## config.mk

```make
export PLATFORM = sky130hd
export DESIGN_NAME = cke_pdown_ctrl
export DESIGN_NICKNAME = d
export VERILOG_FILES = /design/src/rtl/cke_pdown_ctrl.sv
export SDC_FILE = /design/constraint.sdc
export NUM_CORES = 1
export LEC_CHECK = 0
export ABC_AREA = 1
export BUFFER_PORTS_ARGS = -buffer_cell sky130_fd_sc_hd__clkbuf_2
export CAP_MARGIN = 20
export CELL_PAD_IN_SITES_DETAIL_PLACEMENT = 2
export CELL_PAD_IN_SITES_GLOBAL_PLACEMENT = 2
export CORE_ASPECT_RATIO = 0.8
export CORE_MARGIN = 2
export CORE_UTILIZATION = 31
export DETAILED_ROUTE_END_ITERATION = 8
export PLACE_DENSITY_LB_ADDON = 0.25
export SLEW_MARGIN = 20
export SYNTH_ARGS = -nofsm -noshare
export SYNTH_HDL_FRONTEND = slang
export SYNTH_SLANG_ARGS = --single-unit
```

## constraint.sdc

```tcl
create_clock -name clk -period 1.7 [get_ports clk]
set_clock_uncertainty 0.2 [all_clocks]
set_input_delay 0.17 -clock clk [delete_from_list [all_inputs] [get_ports clk]]
set_output_delay 0.17 -clock clk [all_outputs]
set_load 0.05 [all_outputs]
```

## src/rtl/cke_pdown_ctrl.sv

```systemverilog
module cke_pdown_ctrl #(
  parameter int NPAIRS   = 4,
  parameter int EXIT_LAT = 2,
  localparam int IW = (NPAIRS < 2) ? 1 : $clog2(NPAIRS),
  localparam int CW = (EXIT_LAT < 1) ? 1 : $clog2(EXIT_LAT + 1)
) (
  input  logic              clk,
  input  logic              rst_n,
  input  logic              pd_en,
  input  logic [NPAIRS-1:0] all_pre,
  input  logic              req_valid,
  input  logic [IW-1:0]     req_pair,
  output logic              req_ready,
  output logic [NPAIRS-1:0] cke
);

  logic [NPAIRS-1:0] cke_q, armed;
  logic [CW-1:0]     wait_cnt [NPAIRS];

  assign cke       = cke_q;
  assign req_ready = req_valid && cke_q[req_pair] && (wait_cnt[req_pair] == '0);

  for (genvar i = 0; i < NPAIRS; i++) begin : g_pair
    logic hit, idle;
    assign hit  = req_valid && (req_pair == IW'(i));
    assign idle = pd_en && all_pre[i] && !hit && cke_q[i] && (wait_cnt[i] == '0);

    always_ff @(posedge clk or negedge rst_n) begin
      if (!rst_n) begin
        cke_q[i]    <= 1'b1;
        armed[i]    <= 1'b0;
        wait_cnt[i] <= '0;
      end else begin
        armed[i] <= idle;
        if (!cke_q[i] && (hit || !pd_en)) begin
          cke_q[i]    <= 1'b1;
          wait_cnt[i] <= CW'(EXIT_LAT);
        end else begin
          if (idle && armed[i]) cke_q[i] <= 1'b0;
          if (wait_cnt[i] != '0) wait_cnt[i] <= wait_cnt[i] - 1'b1;
        end
      end
    end

    p_entry_qualified_r3: assert property (@(posedge clk) disable iff (!rst_n)
      $fell(cke_q[i]) |-> $past(pd_en) && $past(all_pre[i]));
    p_no_entry_on_hit_r4: assert property (@(posedge clk) disable iff (!rst_n)
      $fell(cke_q[i]) |-> !$past(req_valid && (req_pair == IW'(i))));
    p_wake_on_hit_r6: assert property (@(posedge clk) disable iff (!rst_n)
      (!cke_q[i] && req_valid && (req_pair == IW'(i))) |=> cke_q[i]);
    p_exit_hold_r7: assert property (@(posedge clk) disable iff (!rst_n)
      ($rose(cke_q[i]) && req_valid && (req_pair == IW'(i))) |-> !req_ready);
  end

  p_disabled_awake_r2: assert property (@(posedge clk) disable iff (!rst_n)
    !pd_en |=> (&cke_q));
  p_ready_needs_cke_r8: assert property (@(posedge clk) disable iff (!rst_n)
    req_ready |-> cke_q[req_pair]);

endmodule

```

==> key figures, run 1 <==
Global route
  – Global-route wire length before repair: 4.15 mm
  – Total GRT Usage: 17.0%
  – Busiest metal layer after global routing: met2
  – M2 GR Usage: 29.6%
  – GR Overflow Total: 0
  – Grt met1 use: 20.7%
  – Vias in the first global route: 888
  – Largest net degree at the start of global routing: 17
  – Initial antenna violation count: 0
  – Routing usage on met3: 4.85%

STA
  – Slew headroom: 70.6%
  – Unrepaired setup endpoints after global routing: yes
  – Final worst slack: -0.0424 ns
  – Fin. max-slew vios: 0
  – Crit path time final: 1.74 ns
  – Final Hold Viols: 0
  – Least-Margin Pin Slew: 0.441 ns
  – Max Fclk: 574 MHz
  – Fin crit share: 102%
  – Endpoints failing setup: 1
  – Setup TNS: -0.0424 ns

Floorplan
  – Initial Util: 32.0%
  – Die area: 3230 sq um
  – Boundary Pins: 15
  – Die H: 51.2 microns
  – Rows: 17
  – Horiz. Die Dim: 63.0 microns
  – Core ar.: 2700 sq um

Layout
  – Final Cell Area: 1140 sq um
  – P&R area growth vs syn: 32.4%
  – # diodes: 0
  – Share of cells above drive strength 1: 28.7%
  – Filler instances: 313
  – Area of the multi-input gates: 400 sq um
  – Layout net count: 152
  – Sequential Area: 405 sq um

Run status
  – Failing checks: setup timing
  – Status: complete, but fails checks

Setup path
  – Reg-to-Reg End: wait_cnt[5]$_DFFE_PN0P_
  – CP startpoint kind: flop
  – CP Max Fanout: 3
  – CP arrival: 1.37 ns
  – Reg2reg start: wait_cnt[4]$_DFFE_PN0P_
  – Crit end category: primary output
  – Register-to-Register Path Depth: 4
  – R2r setup slk: 0.29 ns
  – Worst Path Required: 1.33 ns
  – Kind of critical path: reg -> out

Synth
  – Post-Syn Instances: 106
  – Post-Syn Area per Cell: 8.16 sq um
  – YS warnings: 0
  – Seq/Total Area, Yosys: 46.9%
  – Synth Register Bits: 16
  – Syn Std Cell Area: 865 sq um
  – Synth cell types: 20
  – Mapped Nets: 120

Clocking
  – Clock tree buffer depth: 2
  – Num CTS Buffers: 3
  – CTS root buf: clkbuf_4
  – CTS H-tree lvls: 1
  – Worst skew pair latency: 0.29 ns
  – CTS Sinks: 16
  – CTS tree: done
  – Clk pin slew, worst setup/hold paths: 0.09 ns

Placed design
  – Placement Setup Slack: 0.0978 ns
  – Dpl hpwl: 1.64 mm
  – I/O Buffers: 14
  – Post-DP Area: 997 sq um
  – Final GP Congestion: 0.733

Detailed routing
  – Drt via density: 4.57
  – Wirelength, routed: 2.30 mm
  – DRT iter0 DRCs: 5
  – Vias: 796
  – Pre-antenna DRT Iters: 4
  – Final routed DRC violation total: 0
  – DR WL/cell: 13.2 microns
  – Remaining antenna violation count after routing: 0

Power and ir drop
  – Worst IR Drop VDD: 0.495 mV
  – PwrDens: 1290 nW/um^2
  – Leak: 0.586 nW
  – Pwr Total: 1.48 mW

Hold path
  – Worst hold stages: 4
  – Hold path endpoint: armed[0]$_DFF_PN0_
  – Hold path start: req_valid
  – Min-delay worst type: in -> reg

Flow run
  – Max-Cap Viols: 0
[placed cells by master, fill, tap and decap left out, drive strengths merged]
cell type / synthesis / final
buf: 0 / 6
xor2: 3 / 3
a21oi: 3 / 3
o211ai: 2 / 2
nor4: 1 / 1
dlygate4sd3: 0 / 8
mux2: 2 / 2
dfstp: 4 / 4
dfrtp: 12 / 12
inv: 19 / 19
nor3: 1 / 1
nor2: 20 / 20
nand3: 13 / 13
ha: 4 / 4
o21ai: 5 / 5
nand2: 17 / 17
clkbuf: 0 / 16
[synthesized netlist by cell type, drive strengths merged]
cell type / n / share of area, %
o211ai: 2 / 1.7
a21oi: 3 / 2.2
o21ai: 5 / 2.9
ha: 4 / 5.8
nor2: 20 / 9.8
nand3: 13 / 7.5
dfrtp: 12 / 35
mux2: 2 / 2.6
nand2: 17 / 8.0
dfstp: 4 / 12
nor3: 1 / 0.58
xor2: 3 / 3.0
nor4: 1 / 0.72
inv: 19 / 8.2
[cell type report]
cell class / count / share of cell area (%)
Multi-Input combinational cell: 71 / 35.0
Timing Repair Buffer: 27 / 17.3
Clock buffer: 3 / 1.97
Sequential cell: 16 / 35.4
Inverter: 19 / 6.23
Tap cell: 38 / 4.15
[stage by stage]
stage / util, % / hold WS (ns) / std cells
3_3_place_gp: 36.9 / -0.0727 / 159
5_1_grt: 42.4 / 0.101 / 174
3_5_place_dp: 36.9 / -0.0691 / 159
6_report: 42.4 / 0.0939 / 174
2_1_floorplan: - / -0.326 / 106
4_1_cts: 41.9 / 0.0666 / 173
[critical path, cell delays in order (launching register included)]
cell	delay, ns
dfrtp_1	0.42
nor2_1	0.11
nor2_1	0.06
nor2_1	0.14
nand3_2	0.10
nor2_4	0.11
buf_8	0.15
[routing by layer]
metal	wire (microns)	up-vias
met5	0	-
met4	12	0
met3	53	2
met2	1120	10
met1	1110	388
li1	-	396
[timing repair]
| action | in CTS | in global routing |
|---|---|---|
| hold buffers | 8 | 0 |
| setup buffers | 3 | 1 |
| hold endpoints to repair | 21 | 0 |
| endpoints found under the setup margin | 1 | 1 |
| pin swaps | 3 | 1 |
| gates resized for setup | 5 | 2 |
[report_power, final]
part | leakage (nW) | switching (mW) | internal (mW)
clock | 0.0138 | 0.118 | 0.0824
sequential | 0.191 | 0.0757 | 0.507
combinational | 0.381 | 0.370 | 0.323
[flip-flops by register name, indices dropped and copies added, names as in the netlist]
signal / flops
armed: 4
cke: 4
wait_cnt: 8
[worst max path at each step]
stage	startpoint	endpoint	slack [ns]	depth (start not counted)
finish	wait_cnt[4]$_DFFE_PN0P_	req_ready	-0.04	6
global route	wait_cnt[4]$_DFFE_PN0P_	req_ready	-0.18	6
CTS	wait_cnt[4]$_DFFE_PN0P_	req_ready	-0.08	6
detailed placement	cke[2]$_DFFE_PN1P_	req_ready	0.1	5
global placement	cke[2]$_DFFE_PN1P_	req_ready	0.12	5
floorplan	cke[3]$_DFFE_PN1P_	req_ready	0.001	4
[kinds of logic (layout without fill, tap and decap cells)]
| group | Yosys count | in the layout | share of synthesized area [%] |
|---|---|---|---|
| simple gates | 52 | 52 | 26.6 |
| buf+inv | 19 | 49 | 8.25 |
| flops | 16 | 16 | 46.9 |
| compound gates | 10 | 10 | 6.80 |
| fa+ha+maj | 4 | 4 | 5.79 |
| xor+xnor | 3 | 3 | 3.04 |
| mux | 2 | 2 | 2.60 |
(Power assumes the default switching activity.)
==> inputs of run 2 (changes only) <==
- CORE_MARGIN: 2 -> unset
- CORE_UTILIZATION: 31 -> 28
- clock period: 1.7 -> 1.4 ns (I/O delays scaled with it)
==> run 2 against run 1 <==
  * Sequential cell count stayed put
  * Core utilization is 7.8 points higher
  * The run still ends with setup timing left
  * Highest routed layer unchanged
  * Global-route usage is 2.8 points higher
  * Critical path depth is 1 lower
  * Critical path type unchanged
  * Via count is 8.9% higher
  * Die area is 2.6% higher
==> key figures, run 2 (same netlist as run 1, synthesis figures left out) <==
Detailed routing
  – Vias: 867
  – DRT iter0 DRCs: 31
  – Wirelength, routed: 2.88 mm
  – Final routed DRC violation total: 0
  – Remaining antenna violation count after routing: 0
  – Pre-antenna DRT Iters: 4
  – DR WL/cell: 15.5 microns
  – Drt via density: 4.66

Setup path
  – Register-to-Register Path Depth: 5
  – Worst Path Required: 1.06 ns
  – CP max stage delay: 0.63 ns
  – CP Max Fanout: 2
  – Reg-to-Reg End: wait_cnt[5]$_DFFE_PN0P_
  – CP Cell Sequence: nand3_2, o21ai_2, nor2_2, nor2_4, buf_8
  – CP arrival: 1.34 ns
  – CP startpoint kind: flop
  – Slowest-stage cell, CP: dfstp_4
  – Reg2reg start: wait_cnt[5]$_DFFE_PN0P_
  – R2r setup slk: 0.01 ns
  – Kind of critical path: reg -> out
  – Crit end category: primary output

Placed design
  – Placement Setup Slack: -0.170 ns
  – Final GP Congestion: 0.764
  – Dpl hpwl: 1.90 mm
  – DP Cell Count: 170
  – I/O Buffers: 14

STA
  – Endpoints failing setup: 4
  – Least-Margin Pin Slew: 0.422 ns
  – Fin. max-slew vios: 0
  – Hold WS: 0.110 ns
  – Final worst slack: -0.281 ns
  – Fin crit share: 120%
  – Final Hold Viols: 0
  – Max Fclk: 595 MHz
  – Slew headroom: 71.8%
  – Crit path time final: 1.68 ns
  – Unrepaired setup endpoints after global routing: yes

Run status
  – Status: complete, but fails checks
  – Failing checks: setup timing

Global route
  – GR Overflow Total: 0
  – Largest net degree at the start of global routing: 17
  – Vias in the first global route: 988
  – Global-route wire length before repair: 4.61 mm
  – Initial antenna violation count: 0
  – Total GRT Usage: 19.8%

Hold path
  – Min-delay worst type: in -> reg
  – Hold path endpoint: cke[2]$_DFFE_PN1P_
  – Worst hold stages: 4
  – Hold path start: req_valid

Clocking
  – Clock tree buffer depth: 2
  – CTS Sinks: 16
  – CTS H-tree lvls: 1
  – Num CTS Buffers: 3
  – Clk pin slew, worst setup/hold paths: 0.07 ns
  – CTS tree: done
  – Worst skew pair latency: 0.26 ns
  – CTS root buf: clkbuf_8

Layout
  – # diodes: 0
  – Commonest non-fill, non-tap cells in the layout: 15 x nand2_1, 14 x nor2_1, 13 x buf_4
  – Share of cells above drive strength 1: 45.9%
  – Layout net count: 163
  – Non-Filler Instances: 186
  – Largest reg by FF count: wait_cnt
  – P&R area growth vs syn: 65.6%
  – Commonest non-fill, non-tap cell in the layout: nand2_1
  – Largest register FFs: 8

Floorplan
  – Rows: 17
  – Horiz. Die Dim: 64.1 microns
  – Core ar.: 2850 sq um
  – Boundary Pins: 15
  – Die area: 3320 sq um
  – Initial Util: 30.3%
  – Die H: 51.7 microns

Flow run
  – Max-Cap Viols: 0

Power and ir drop
  – PwrDens: 1650 nW/um^2
  – Worst IR Drop VDD: 0.932 mV
  – Leak: 0.704 nW
[run 2: how the worst max path moves through the flow]
stage	start	endpoint	depth (start not counted)
CTS	cke[1]$_DFFE_PN1P_	req_ready	5
finish	cke[1]$_DFFE_PN1P_	req_ready	5
floorplan	cke[3]$_DFFE_PN1P_	req_ready	4
detailed placement	cke[1]$_DFFE_PN1P_	req_ready	5
global route	wait_cnt[5]$_DFFE_PN0P_	req_ready	6
global placement	cke[1]$_DFFE_PN1P_	req_ready	5
[run 2: cell type report]
type                            count  area, sq um
Multi-Input combinational cell     71          489
Fill cell                         312         1420
Timing Repair Buffer               38          357
Inverter                           19         73.8
Clock buffer                        4         55.1
Sequential cell                    16          409
Tap cell                           38         47.5
[run 2: what timing repair did]
| item | CTS | global route |
|---|---|---|
| endpoints found under the setup margin | 8 | 14 |
| resized for setup | 31 | 14 |
| pin swaps | 4 | 8 |
| buffers inserted | 4 | 7 |
| hold buffers | 6 | 0 |
| endpoints found under the hold margin | 21 | 0 |
[run 2: critical path: cells and delay by family (launching register included)]
| family | cells | cell delay, ns |
|---|---|---|
| DFF | 1 | 0.63 |
| and+or+nand+nor | 3 | 0.24 |
| buffers and inverters | 1 | 0.15 |
| AOI/OAI and AO/OA | 1 | 0.08 |
[run 2: metrics by stage]
stage,setup TNS [ns],instance area (sq um),total power [mW],utilization [%]
global route,-0.596,1430,2.56,50.2
global placement,-0.126,1080,1.49,38.0
floorplan,-0.158,876,1.28,-
finish,-0.373,1430,2.36,50.2
detailed placement,-0.254,1080,1.57,38.0
CTS,-0.577,1370,2.17,48.1
[run 2: report_power, final]
part           total [mW]  internal (mW)  switching (mW)  leakage, nW
logic                1.22          0.625           0.595        0.484
clock network       0.422          0.250           0.172       0.0288
registers           0.721          0.617           0.104        0.191
[run 2: routing by layer]
metal | track usage [%] | vias up | routed length [microns]
met2 | 37.4 | 19 | 1580
li1 | - | 418 | -
met1 | 20.9 | 425 | 1160
met4 | 10.0 | 0 | 54
met3 | 4.61 | 5 | 89
met5 | 0 | - | 0
==> inputs of run 3 (changes only) <==
- BUFFER_PORTS_ARGS: -buffer_cell sky130_fd_sc_hd__clkbuf_2 -> -buffer_cell sky130_fd_sc_hd__buf_2
==> run 3 against run 2 <==
  * The flow still finishes with violations (setup timing)
  * Sequential cell count unchanged
  * Sequential power down 2%
  * Global-route usage fell by 3.2 points
  * Clock power is essentially flat
  * Clock-buffer cell count did not move
  * Worst hold slack worse by 0.096 ns
  * Worst setup slack worse by 0.034 ns
  * Final cell count is 1.6% lower
  * Core utilization fell by 2.5 points
  * Via count is 2.5% lower
  * Register-to-register slack improved by 0.03 ns
  * Highest routed layer unchanged
==> key figures, run 3 (same netlist as run 1, synthesis figures left out) <==
Run status
  – Status: complete, but fails checks
  – Failing checks: setup timing

Setup path
  – CP arrival: 1.37 ns
  – CP max stage delay: 0.38 ns
  – Crit end category: primary output
  – Kind of critical path: reg -> out
  – CP Cell Sequence: nor2_1, nor2_1, nor2_1, nand3_1, nor2_4, buf_8
  – Slowest-stage cell, CP: dfrtp_1
  – Top cell by count, worst path: nor2_1
  – Worst Path Required: 1.06 ns
  – CP Max Fanout: 2
  – CP startpoint kind: flop
  – Register-to-Register Path Depth: 8

Layout
  – Layout net count: 160
  – Filler instances: 320
  – Commonest non-fill, non-tap cells in the layout: 16 x nor2_1, 15 x nand2_1, 12 x nand3_1, 12 x dfrtp_1, 12 x buf_4
  – P&R area growth vs syn: 57.3%
  – Largest register FFs: 8
  – Largest reg by FF count: wait_cnt
  – Final Cell Area: 1360 sq um
  – # diodes: 0
  – Share of cells above drive strength 1: 44.8%
  – Commonest non-fill, non-tap cell in the layout: nor2_1

STA
  – Final worst slack: -0.315 ns
  – Hold WS: 0.0148 ns
  – Final Hold Viols: 0
  – Fin crit share: 122%
  – Max Fclk: 583 MHz
  – Slew headroom: 74.9%
  – Endpoints failing setup: 2
  – Crit path time final: 1.71 ns
  – Unrepaired setup endpoints after global routing: yes
  – Least-Margin Pin Slew: 0.376 ns
  – Fin. max-slew vios: 0

Hold path
  – Worst hold stages: 3
  – Min-delay worst type: in -> reg

Power and ir drop
  – Worst IR Drop VDD: 0.927 mV
  – Psw: 813 uW
  – Combinational fraction of design power: 51.1%
  – Switching Fraction: 35.3%
  – Sequential share of power: 30.5%
  – Clock share of power: 18.3%
  – PwrDens: 1690 nW/um^2
  – Leak: 0.666 nW
  – Int Power: 1.49 mW

Global route
  – Global-route wire length before repair: 4.16 mm
  – Initial antenna violation count: 0
  – Largest net degree at the start of global routing: 17
  – Total GRT Usage: 16.7%
  – Vias in the first global route: 965
  – GR Overflow Total: 0

Detailed routing
  – DR WL/cell: 12.9 microns
  – DRT iter0 DRCs: 7
  – Wirelength, routed: 2.35 mm
  – Remaining antenna violation count after routing: 0
  – Final routed DRC violation total: 0
  – Vias: 845
  – Pre-antenna DRT Iters: 2
  – Drt via density: 4.62

Clocking
  – Clock tree buffer depth: 2
  – CTS tree: done
  – Num CTS Buffers: 3
  – CTS root buf: clkbuf_8
  – CTS Sinks: 16
  – CTS H-tree lvls: 1
  – Clk pin slew, worst setup/hold paths: 0.07 ns
  – Worst skew pair latency: 0.25 ns

Placed design
  – Final GP Congestion: 0.732
  – I/O Buffers: 14
  – Dpl hpwl: 1.70 mm
  – Placement Setup Slack: -0.130 ns
  – Post-DP Area: 1060 sq um

Floorplan
  – Core ar.: 2850 sq um
  – Horiz. Die Dim: 64.1 microns
  – Die area: 3320 sq um
  – Boundary Pins: 15
  – Rows: 17
  – Initial Util: 30.3%
  – Die H: 51.7 microns

Flow run
  – Max-Cap Viols: 0
[run 3: cell types whose count changed in the layout (fill, tap and decap cells not counted), sizes merged]
cell    before  now
buf         19   28
clkbuf      17    5
[run 3: routing by layer]
layer	up-vias	GRT usage (%)	wire (microns)
met5	-	0	0
met1	417	18.9	1020
met3	2	3.95	80
met4	0	4.44	16
li1	412	-	-
met2	14	31.6	1230
[run 3: timing repair]
action	in CTS	in global routing
pin swaps	2	3
hold buffers	6	0
resized for setup	21	16
setup buffers	2	6
hold endpoints to repair	21	0
setup endpoints to repair	6	15
[run 3: final timing paths]
kind | slack [ns] | to | from
setup reg to reg | 0.04 | cke[3]$_DFFE_PN1P_ | wait_cnt[0]$_DFFE_PN0P_
hold reg to reg | 0.19 | cke[1]$_DFFE_PN1P_ | armed[1]$_DFF_PN0_
max in group asynchronous | 0.56 | cke[0]$_DFFE_PN1P_ | rst_n
setup / recovery | -0.31 | req_ready | wait_cnt[5]$_DFFE_PN0P_
min in group asynchronous | 0.13 | armed[2]$_DFF_PN0_ | rst_n
hold / removal | 0.01 | cke[2]$_DFFE_PN1P_ | req_valid
[run 3: power groups by stage]
stage	sequential (mW)	combinational, mW	clock (mW)
after global placement	0.702	0.785	0
after CTS	0.704	0.967	0.436
final	0.703	1.18	0.422
after floorplan	0.712	0.572	0
after detailed placement	0.709	0.844	0
after global routing	0.723	1.33	0.451
[run 3: layout make-up]
cell class              instances  area [sq um]  share of cell area, %
multi-input cells              71           480                   35.3
clock buffers                   4          55.1                   4.05
inverters                      19          71.3                   5.24
well taps                      38          47.5                   3.50
repair buffers                 35           297                   21.8
flip-flops and latches         16           409                   30.1
[run 3: worst max-delay path, delay by kind of cell, from the launching register on]
kind	cells	cell delay (ns)
buffers and inverters	1	0.15
and+or+nand+nor	5	0.59
DFF	1	0.38
[run 3: through the flow]
stage	total power, mW	TNS, ns	instances	util, %
global placement	1.49	-0.111	167	37.2
global route	2.51	-0.577	183	47.7
floorplan	1.28	-0.158	106	-
detailed placement	1.55	-0.192	167	37.2
CTS	2.11	-0.425	178	43.9
finish	2.30	-0.419	183	47.7
